<file path="config.mk">
export PLATFORM = sky130hd
export DESIGN_NAME = cplx_magsq_stream
export DESIGN_NICKNAME = d
export VERILOG_FILES = /design/src/rtl/magsq_pkg.sv /design/src/rtl/magsq_square_stage.sv /design/src/rtl/magsq_sum_stage.sv /design/src/rtl/cplx_magsq_stream.sv
export SDC_FILE = /design/constraint.sdc
export NUM_CORES = 1
export LEC_CHECK = 0
export ABC_AREA = 1
export BUFFER_PORTS_ARGS = -buffer_cell sky130_fd_sc_hd__buf_2
export CORE_MARGIN = 1.5
export CORE_UTILIZATION = 65
export CTS_BUF_LIST = sky130_fd_sc_hd__clkbuf_2 sky130_fd_sc_hd__clkbuf_4 sky130_fd_sc_hd__clkbuf_8
export CTS_CLUSTER_SIZE = 24
export DETAILED_ROUTE_END_ITERATION = 16
export GPL_TIMING_DRIVEN = 1
export PLACE_DENSITY = 0.9
export SLEW_MARGIN = 10
export SYNTH_ARGS = -nofsm -noshare
export SYNTH_HDL_FRONTEND = slang
export SYNTH_HIERARCHICAL = 1
export SYNTH_SLANG_ARGS = --single-unit
</file>
<file path="constraint.sdc">
create_clock -name clk -period 6.1 [get_ports clk]
set_input_delay 0 -clock clk [delete_from_list [all_inputs] [get_ports clk]]
set_output_delay 0 -clock clk [all_outputs]
set_load 0.1 [all_outputs]
</file>
<file path="src/rtl/magsq_pkg.sv">
package magsq_pkg;

  // Default width of one signed component of a complex sample.
  localparam int unsigned MSQ_PART_W = 16;

  // Result width: a squared part needs twice the part width, and the sum of
  // two squares of two's-complement parts never exceeds 2^(2*PART_W-1).
  function automatic int unsigned msq_res_w(input int unsigned part_w);
    return 2 * part_w;
  endfunction

endpackage

</file>
<file path="src/rtl/magsq_square_stage.sv">
module magsq_square_stage #(
  parameter int unsigned PART_W = magsq_pkg::MSQ_PART_W
) (
  input  logic                                                clk,
  input  logic                                                rst_n,
  input  logic                                                in_valid,
  input  logic [2*PART_W-1:0]                                 in_data,
  input  logic                                                in_last,
  input  logic                                                dn_ready,
  output logic                                                in_ready,
  output logic                                                out_valid,
  output logic                                                out_last,
  output logic [1:0][magsq_pkg::msq_res_w(PART_W)-1:0]        sq_pair
);

  localparam int unsigned SQ_W = magsq_pkg::msq_res_w(PART_W);

  // Sign-extend one part and square it; the product is never negative.
  function automatic logic [SQ_W-1:0] square_part(input logic [PART_W-1:0] p);
    logic signed [SQ_W-1:0] wide;
    wide = {{PART_W{p[PART_W-1]}}, p};
    return $unsigned(wide * wide);
  endfunction

  logic load;

  // The stage takes a beat when empty or when its content moves on now.
  assign in_ready = !out_valid || dn_ready;
  assign load     = in_valid && in_ready;

  always_ff @(posedge clk) begin
    if (!rst_n)        out_valid <= 1'b0;
    else if (in_ready) out_valid <= in_valid;
  end

  always_ff @(posedge clk) begin
    if (load) out_last <= in_last;
  end

  // Index 1 is the real part (high half), index 0 the imaginary part.
  for (genvar g = 0; g < 2; g++) begin : g_part
    logic [SQ_W-1:0] sq_q;
    always_ff @(posedge clk) begin
      if (load) sq_q <= square_part(in_data[g*PART_W +: PART_W]);
    end
    assign sq_pair[g] = sq_q;
  end

endmodule

</file>
<file path="src/rtl/magsq_sum_stage.sv">
module magsq_sum_stage #(
  parameter int unsigned SQ_W = 32
) (
  input  logic                 clk,
  input  logic                 rst_n,
  input  logic                 in_valid,
  input  logic [1:0][SQ_W-1:0] sq_pair,
  input  logic                 in_last,
  input  logic                 out_ready,
  output logic                 in_ready,
  output logic                 out_valid,
  output logic [SQ_W-1:0]      out_data,
  output logic                 out_last
);

  // The sum of two squares of signed parts fits SQ_W bits without a carry.
  function automatic logic [SQ_W-1:0] add_squares(input logic [SQ_W-1:0] a,
                                                   input logic [SQ_W-1:0] b);
    return a + b;
  endfunction

  logic load;

  assign in_ready = !out_valid || out_ready;
  assign load     = in_valid && in_ready;

  always_ff @(posedge clk) begin
    if (!rst_n)        out_valid <= 1'b0;
    else if (in_ready) out_valid <= in_valid;
  end

  always_ff @(posedge clk) begin
    if (load) begin
      out_data <= add_squares(sq_pair[1], sq_pair[0]);
      out_last <= in_last;
    end
  end

endmodule

</file>
<file path="src/rtl/cplx_magsq_stream.sv">
module cplx_magsq_stream #(
  parameter int unsigned PART_W = magsq_pkg::MSQ_PART_W
) (
  input  logic                  clk,
  input  logic                  rst_n,
  input  logic [2*PART_W-1:0]   s_tdata,
  input  logic                  s_tvalid,
  input  logic                  s_tlast,
  output logic                  s_tready,
  output logic [2*PART_W-1:0]   m_tdata,
  output logic                  m_tvalid,
  output logic                  m_tlast,
  output logic [PART_W/4-1:0]   m_tstrb,
  input  logic                  m_tready
);

  localparam int unsigned DATA_W = 2 * PART_W;
  localparam int unsigned SQ_W   = magsq_pkg::msq_res_w(PART_W);

  logic                 sq_valid;
  logic                 sq_last;
  logic [1:0][SQ_W-1:0] sq_pair;
  logic                 sum_ready;

  // Named handshake events, observed by the bound checker.
  logic s_fire;
  logic m_fire;

  assign s_fire  = s_tvalid && s_tready;
  assign m_fire  = m_tvalid && m_tready;
  assign m_tstrb = '1;

  magsq_square_stage #(.PART_W(PART_W)) u_square (
    .clk      (clk),
    .rst_n    (rst_n),
    .in_valid (s_tvalid),
    .in_data  (s_tdata),
    .in_last  (s_tlast),
    .dn_ready (sum_ready),
    .in_ready (s_tready),
    .out_valid(sq_valid),
    .out_last (sq_last),
    .sq_pair  (sq_pair)
  );

  magsq_sum_stage #(.SQ_W(SQ_W)) u_sum (
    .clk      (clk),
    .rst_n    (rst_n),
    .in_valid (sq_valid),
    .sq_pair  (sq_pair),
    .in_last  (sq_last),
    .out_ready(m_tready),
    .in_ready (sum_ready),
    .out_valid(m_tvalid),
    .out_data (m_tdata),
    .out_last (m_tlast)
  );

endmodule

</file>
==> flow_summary.toml, run 1 <==
[detailed_routing]
route.detailed.drc = 0
drtPass1Iterations = 6
ant_nets = 0
vias = 19717
drt-total-wl_microns = 57700
wl_per_cell_microns = 15.5
drt_iter0_drc = 1711
vias_per_cell = 5.28

[setup_path]
critPathMaxFanout = 24
cp_slowest_stage_delay_ns = 0.71
path_buf_inv = 6
ff2ff_setup_slack_ns = 4.07
endpoint_kind = "register"
critPathSlowestCell = "fa_1"
timing.critical_path.mode_cell = "fa_1"
cp.arrival_ns = 5.65
startpoint_type = "input port"
crit_required_ns = 6.25
crit_chain = "buf_2, nand2_1, inv_1, fa_1, fa_1, inv_1, fa_1, inv_1, fa_1, fa_1, inv_1, fa_1, inv_1, ha_1, nand2_1, nor2_1, nand2_1, nor3_1, nand2_1, nand4_1, nand2_1"
cp_top_family = "adder cells"
critical_path_class = "input port to register"

[cts]
cts_root_buffer = "clkbuf_8"
clockBufferDepth = 2
clkTransAtPathRegs_ns = 0.11
cts.sinks = 98
htreeDepth = 3
clk_latency_ns = 0.39
cts_made_buffers = 9
cts_tree = "built"

[outcome]
status = "finished clean"

[yosys]
synth_cell_types = 37
synth_area_leader_cell = "fa_1"
synthArstFlopShare_pct = 0
synth-edff-count = 96
ys_warn_count = 6
ys_seq_elements = 98
netlist_area_sq_mm = 0.0250
synth_seq_area_share_pct = 11.7
syn_avg_cell_area_sq_um = 7.85
synth.top_cells.by_area = "fa_1 37%, inv_1 15%, nand2_1 13%"
synth_top_flop_cell = "edfxtp_1"
synth_top_cell_area_share_pct = 37.4
synth_cells = 3187

[sta]
setup_viol = 0
maxSlewHeadroom_pct = 39.3
setup_tns_ns = 0
period_share_pct = 90.1
finClkSkew_ns = 0.0149
maxSlewViolCount = 0
finalCriticalPeriod_ns = 5.49
worstMarginPinSlew_ns = 0.909
hold_violations = 0
rsz0062_at_grt = "false"
timing.fmax_ghz = 0.182

[floorplan]
die_width_microns = 199
coreArea_sq_mm = 0.0378
fp-row-count = 71
io_pins = 76
start_util_pct = 66.3
die_height_microns = 199
dieArea_sq_mm = 0.0397

[final_layout]
drive_gt1_share_pct = 5.19
layout_common_cells = "983 x inv_1, 838 x nand2_1, 468 x fa_1, 211 x ha_1, 130 x nor2_1"
n_fill_cell = 2855
area_growth_pct = 4.25
final_common_cell = "inv_1"
final_nets = 3931
antenna_cells = 0

[grt]
met2_usage_pct = 54.1
antenna_found_initial = 1
grt-busiest-layer = "met2"
grt_pass1_vias = 20601
grt-ovfl-total = 0
met3_usage_pct = 4.24
grt_first_pass_wirelength_microns = 96600
grt_max_degree = 64
use_met1_pct = 39.4
track_usage_pct = 30.8

[worst_hold_path]
hp-class = "input port to register"

[job]
drv_cap = 0

[place]
gp_congestion = 1.00
portBuffers = 71
hpwl_microns = 49700
==> final cells by class <==
cell class / count / area (sq um) / share of cell area, %
Multi-Input combinational cell: 2030 / 18100 / 69.5
Inverter: 991 / 3720 / 14.3
Sequential cell: 98 / 2920 / 11.2
Tap cell: 511 / 639 / 2.45
Timing Repair Buffer: 85 / 470 / 1.80
Clock buffer: 9 / 124 / 0.475
Clock inverter: 7 / 85.1 / 0.326
==> what timing repair did <==
action | in CTS | in global routing
hold endpoints to repair | 3 | 0
resized for setup | 0 | 0
hold buffers | 4 | 0
setup buffers | 0 | 0
==> layer usage <==
metal,wire (microns),up-vias
li1,-,9191
met3,4200,172
met1,22800,9506
met5,13,-
met4,1630,2
met2,29100,846
==> cell usage after synthesis (4+ instances only) <==
cell type	number
o21ai_0	10
nand2_1	838
or2_2	5
clkbuf_1	65
nor3_1	18
nor2_1	130
buf_4	6
xnor2_1	9
a21o_1	8
nand4_1	25
o21bai_1	23
xor2_1	62
nand3_1	82
nor3_2	4
inv_2	6
fa_1	468
a21oi_2	4
nand3_2	7
inv_1	983
ha_1	211
nor2_2	13
nand3b_1	4
a31o_2	4
a21oi_1	65
edfxtp_1	96
and2_1	4
nand2_2	21
==> flip-flops by register name, indices dropped and copies added (netlist names) <==
name,flops
u_square/out_valid,1
u_square/g_part.sq_q,62
u_sum/out_last,1
u_sum/out_data,32
u_sum/out_valid,1
u_square/out_last,1
==> cells by family (layout without fill, tap and decap cells) <==
group | after synthesis | after routing | share of synthesized area, %
other | 2 | 6 | 0.0300
AO/OA/AOI/OAI | 119 | 119 | 2.85
AND/OR/NAND/NOR | 1154 | 1154 | 18.9
adder cells (fa/ha/maj) | 679 | 679 | 48.0
flip-flops | 98 | 98 | 11.7
buffers and inverters | 1063 | 1092 | 16.0
multiplexers | 1 | 1 | 0.0450
XOR/XNOR | 71 | 71 | 2.48
==> worst register-to-register path, cell delays in order (launching register included) <==
cell	delay (ns)
edfxtp_1	0.43
ha_1	0.42
nand2_1	0.11
nand2_1	0.09
inv_1	0.06
nand2_1	0.07
inv_1	0.06
nand2_1	0.08
a21oi_1	0.22
nand2_1	0.08
nand2_1	0.06
nand2_1	0.09
==> final timing paths <==
check,start,to,cells after the start
hold reg to reg,u_square/out_last,u_sum/out_last,0
hold / removal,s_tdata[0],u_square/g_part[0].sq_q[0],1
setup / recovery,s_tdata[31],u_square/g_part[1].sq_q[28],21
setup reg to reg,u_square/g_part[0].sq_q[22],u_sum/out_data[31],11
==> stage by stage <==
stage | instance area, sq um | hold WS [ns] | util, % | cells | worst slack (ns)
floorplan | 25000 | 0.0989 | - | 3191 | 0.765
global placement | 25800 | 0.192 | 68.4 | 3711 | 0.592
detailed placement | 25800 | 0.179 | 68.4 | 3711 | 0.327
CTS | 26100 | 0.0198 | 69.1 | 3731 | 0.758
global route | 26100 | 0.0343 | 69.1 | 3731 | 0.273
finish | 26100 | 0.0428 | 69.1 | 3731 | 0.606
Power of run 1 is left out: the tool's default activity adds up to more than one toggle a clock period on the data nets, which glitch-free logic cannot reach.
==> run 2, diff against run 1 <==
SYNTH_HIERARCHICAL = unset   (was 1)
==> flow_summary.toml, run 2 <==
[outcome]
status = "finished clean"

[place]
gp_congestion = 0.983
hpwl_microns = 48100
portBuffers = 71

[setup_path]
cp_top_family = "adder cells"
critical_path_class = "input port to register"
critPathMaxFanout = 16
crit_start = "s_tdata[1]"
rr_startpoint = "u_square.g_part[0].sq_q[21]"
cp.arrival_ns = 5.42
critPathSlowestCell = "fa_1"
crit_chain = "buf_2, nand2_1, inv_1, fa_1, fa_1, fa_1, fa_1, fa_1, inv_1, fa_1, inv_1, ha_1, a21oi_1, o21ai_0, a21oi_1, nand3_1, nand2_1, nand2_1"
cp_slowest_stage_delay_ns = 0.92
r2r-end = "u_sum.out_data[30]"
timing.critical_path.mode_cell = "fa_1"
crit_path_end = "u_square.g_part[0].sq_q[25]"
startpoint_type = "input port"
crit_required_ns = 6.24
path_buf_inv = 4
endpoint_kind = "register"
crit_cells = 18
ff2ff_setup_slack_ns = 3.99
rr_worst_depth = 9

[yosys]
synth_cell_types = 36
synth.top_cells.by_area = "fa_1 38%, inv_1 14%, nand2_1 12%"
ys_warn_count = 0
synth.top_cells.by_count = "931 x inv_1, 776 x nand2_1, 468 x fa_1, 210 x ha_1, 135 x nor2_1"
synthArstFlopShare_pct = 0
netlist_area_sq_mm = 0.0247
synth_seq_area_share_pct = 11.8
ys_seq_elements = 98
synth_cells = 3100
synth-edff-count = 96
synth_top_flop_cell = "edfxtp_1"
synth_top_cell_area_share_pct = 38.0
syn_avg_cell_area_sq_um = 7.96
synth_area_leader_cell = "fa_1"
post-synth-top-count-cell = "inv_1"

[cts]
cts_resized = 0
cts_root_buffer = "clkbuf_8"
cts.sinks = 98
cts_tree = "built"
clockBufferDepth = 2
cts_made_buffers = 9
clk_latency_ns = 0.37
clkTransAtPathRegs_ns = 0.10
htreeDepth = 3

[grt]
antenna_found_initial = 1
grt_pass1_vias = 20047
track_usage_pct = 29.7
use_met1_pct = 39.4
met2_usage_pct = 51.1
grt_max_degree = 64
met3_usage_pct = 3.56
grt-busiest-layer = "met2"
grt-ovfl-total = 0
grt_first_pass_wirelength_microns = 92300

[floorplan]
dieArea_sq_mm = 0.0391
io_pins = 76
die_width_microns = 198
coreArea_sq_mm = 0.0375
start_util_pct = 65.8
fp-row-count = 71
die_height_microns = 198

[detailed_routing]
vias = 19268
drtPass1Iterations = 5
wl_per_cell_microns = 15.2
route.detailed.drc = 0
drt_iter0_drc = 1480
drt-total-wl_microns = 55500
ant_nets = 0
vias_per_cell = 5.28

[sta]
maxSlewViolCount = 0
rsz0062_at_grt = "false"
setup_viol = 0
maxSlewHeadroom_pct = 33.2
hold_violations = 0
finalCriticalPeriod_ns = 5.27
timing.fmax_ghz = 0.190
finClkSkew_ns = 0.0133
setup_tns_ns = 0
period_share_pct = 86.5
worstMarginPinSlew_ns = 0.999

[final_layout]
largest_reg_flops = 62
drive_gt1_share_pct = 4.53
final_nets = 3847
regMostFlops = "u_square.g_part.sq_q"
layout_common_cells = "930 x inv_1, 776 x nand2_1, 468 x fa_1, 210 x ha_1, 135 x nor2_1"
final_common_cell = "inv_1"
antenna_cells = 0
area_growth_pct = 4.33
reg_top3 = "u_square.g_part.sq_q (62), u_sum.out_data (32)"

[worst_hold_path]
hp-class = "input port to register"

[job]
drv_cap = 0
==> run 2: changes by cell type in the layout (fill, tap and decap cells not counted), moves of 5 or more <==
cell and delta:
nand2_1 -62, inv_1 -53, nand3_1 +14, nand2_2 -13
a21oi_1 +10, nand4_1 +6, inv_2 +5, nor2_1 +5
nor2_2 -5
==> run 2: layout make-up <==
type                    instances  area, sq um
repair buffers                 88          495
well taps                     511          639
clock buffers                   9          124
inverters                     945         3550
fillers                      2861        11800
multi-input cells            1990        17900
clock inverters                 7         63.8
flip-flops and latches         98         2920
==> run 2: worst min-delay path by stage <==
stage,from,endpoint,cells past startpoint
after global placement,s_tlast,u_square.out_last,1
after global routing,s_tdata[0],u_square.g_part[0].sq_q[0],1
after CTS,s_tdata[0],u_square.g_part[0].sq_q[0],1
after floorplan,s_tdata[0],u_square.g_part[0].sq_q[0],0
final,s_tdata[0],u_square.g_part[0].sq_q[0],1
after detailed placement,s_tlast,u_square.out_last,1
==> run 2: layer usage <==
| layer | share of wire (%) | vias up | routed length, microns |
|---|---|---|---|
| li1 | - | 9043 | - |
| met1 | 41 | 9270 | 22600 |
| met3 | 7.4 | 131 | 4120 |
| met5 | 0.023 | - | 13 |
| met2 | 49 | 822 | 27100 |
| met4 | 2.9 | 2 | 1600 |
==> run 2: kinds of logic after synthesis <==
group	count (synthesis)	share of synthesized area (%)
adders and majority gates	678	48.6
AOI/OAI and AO/OA	132	3.11
xor gates and xnor gates	74	2.63
and+or+nand+nor	1102	18.3
buffers and inverters	1015	15.5
DFF	98	11.8
other	1	0.0152
==> run 2: through the flow <==
step | cell area, sq um | std cells | hold slack (ns) | util (%) | setup slack, ns
2_1_floorplan | 24700 | 3103 | 0.0989 | - | 0.770
3_3_place_gp | 25500 | 3627 | 0.191 | 68.0 | 0.555
3_5_place_dp | 25500 | 3627 | 0.178 | 68.0 | 0.478
4_1_cts | 25700 | 3648 | 0.0590 | 68.6 | 0.876
5_1_grt | 25700 | 3648 | 0.0619 | 68.6 | 0.519
6_report | 25700 | 3648 | 0.0658 | 68.6 | 0.826
==> run 2: timing repair <==
item / CTS / global route
endpoints found under the hold margin: 4 / 0
buffers inserted: 0 / 0
hold buffers: 5 / 0
Power of run 2 is left out for the same reason.
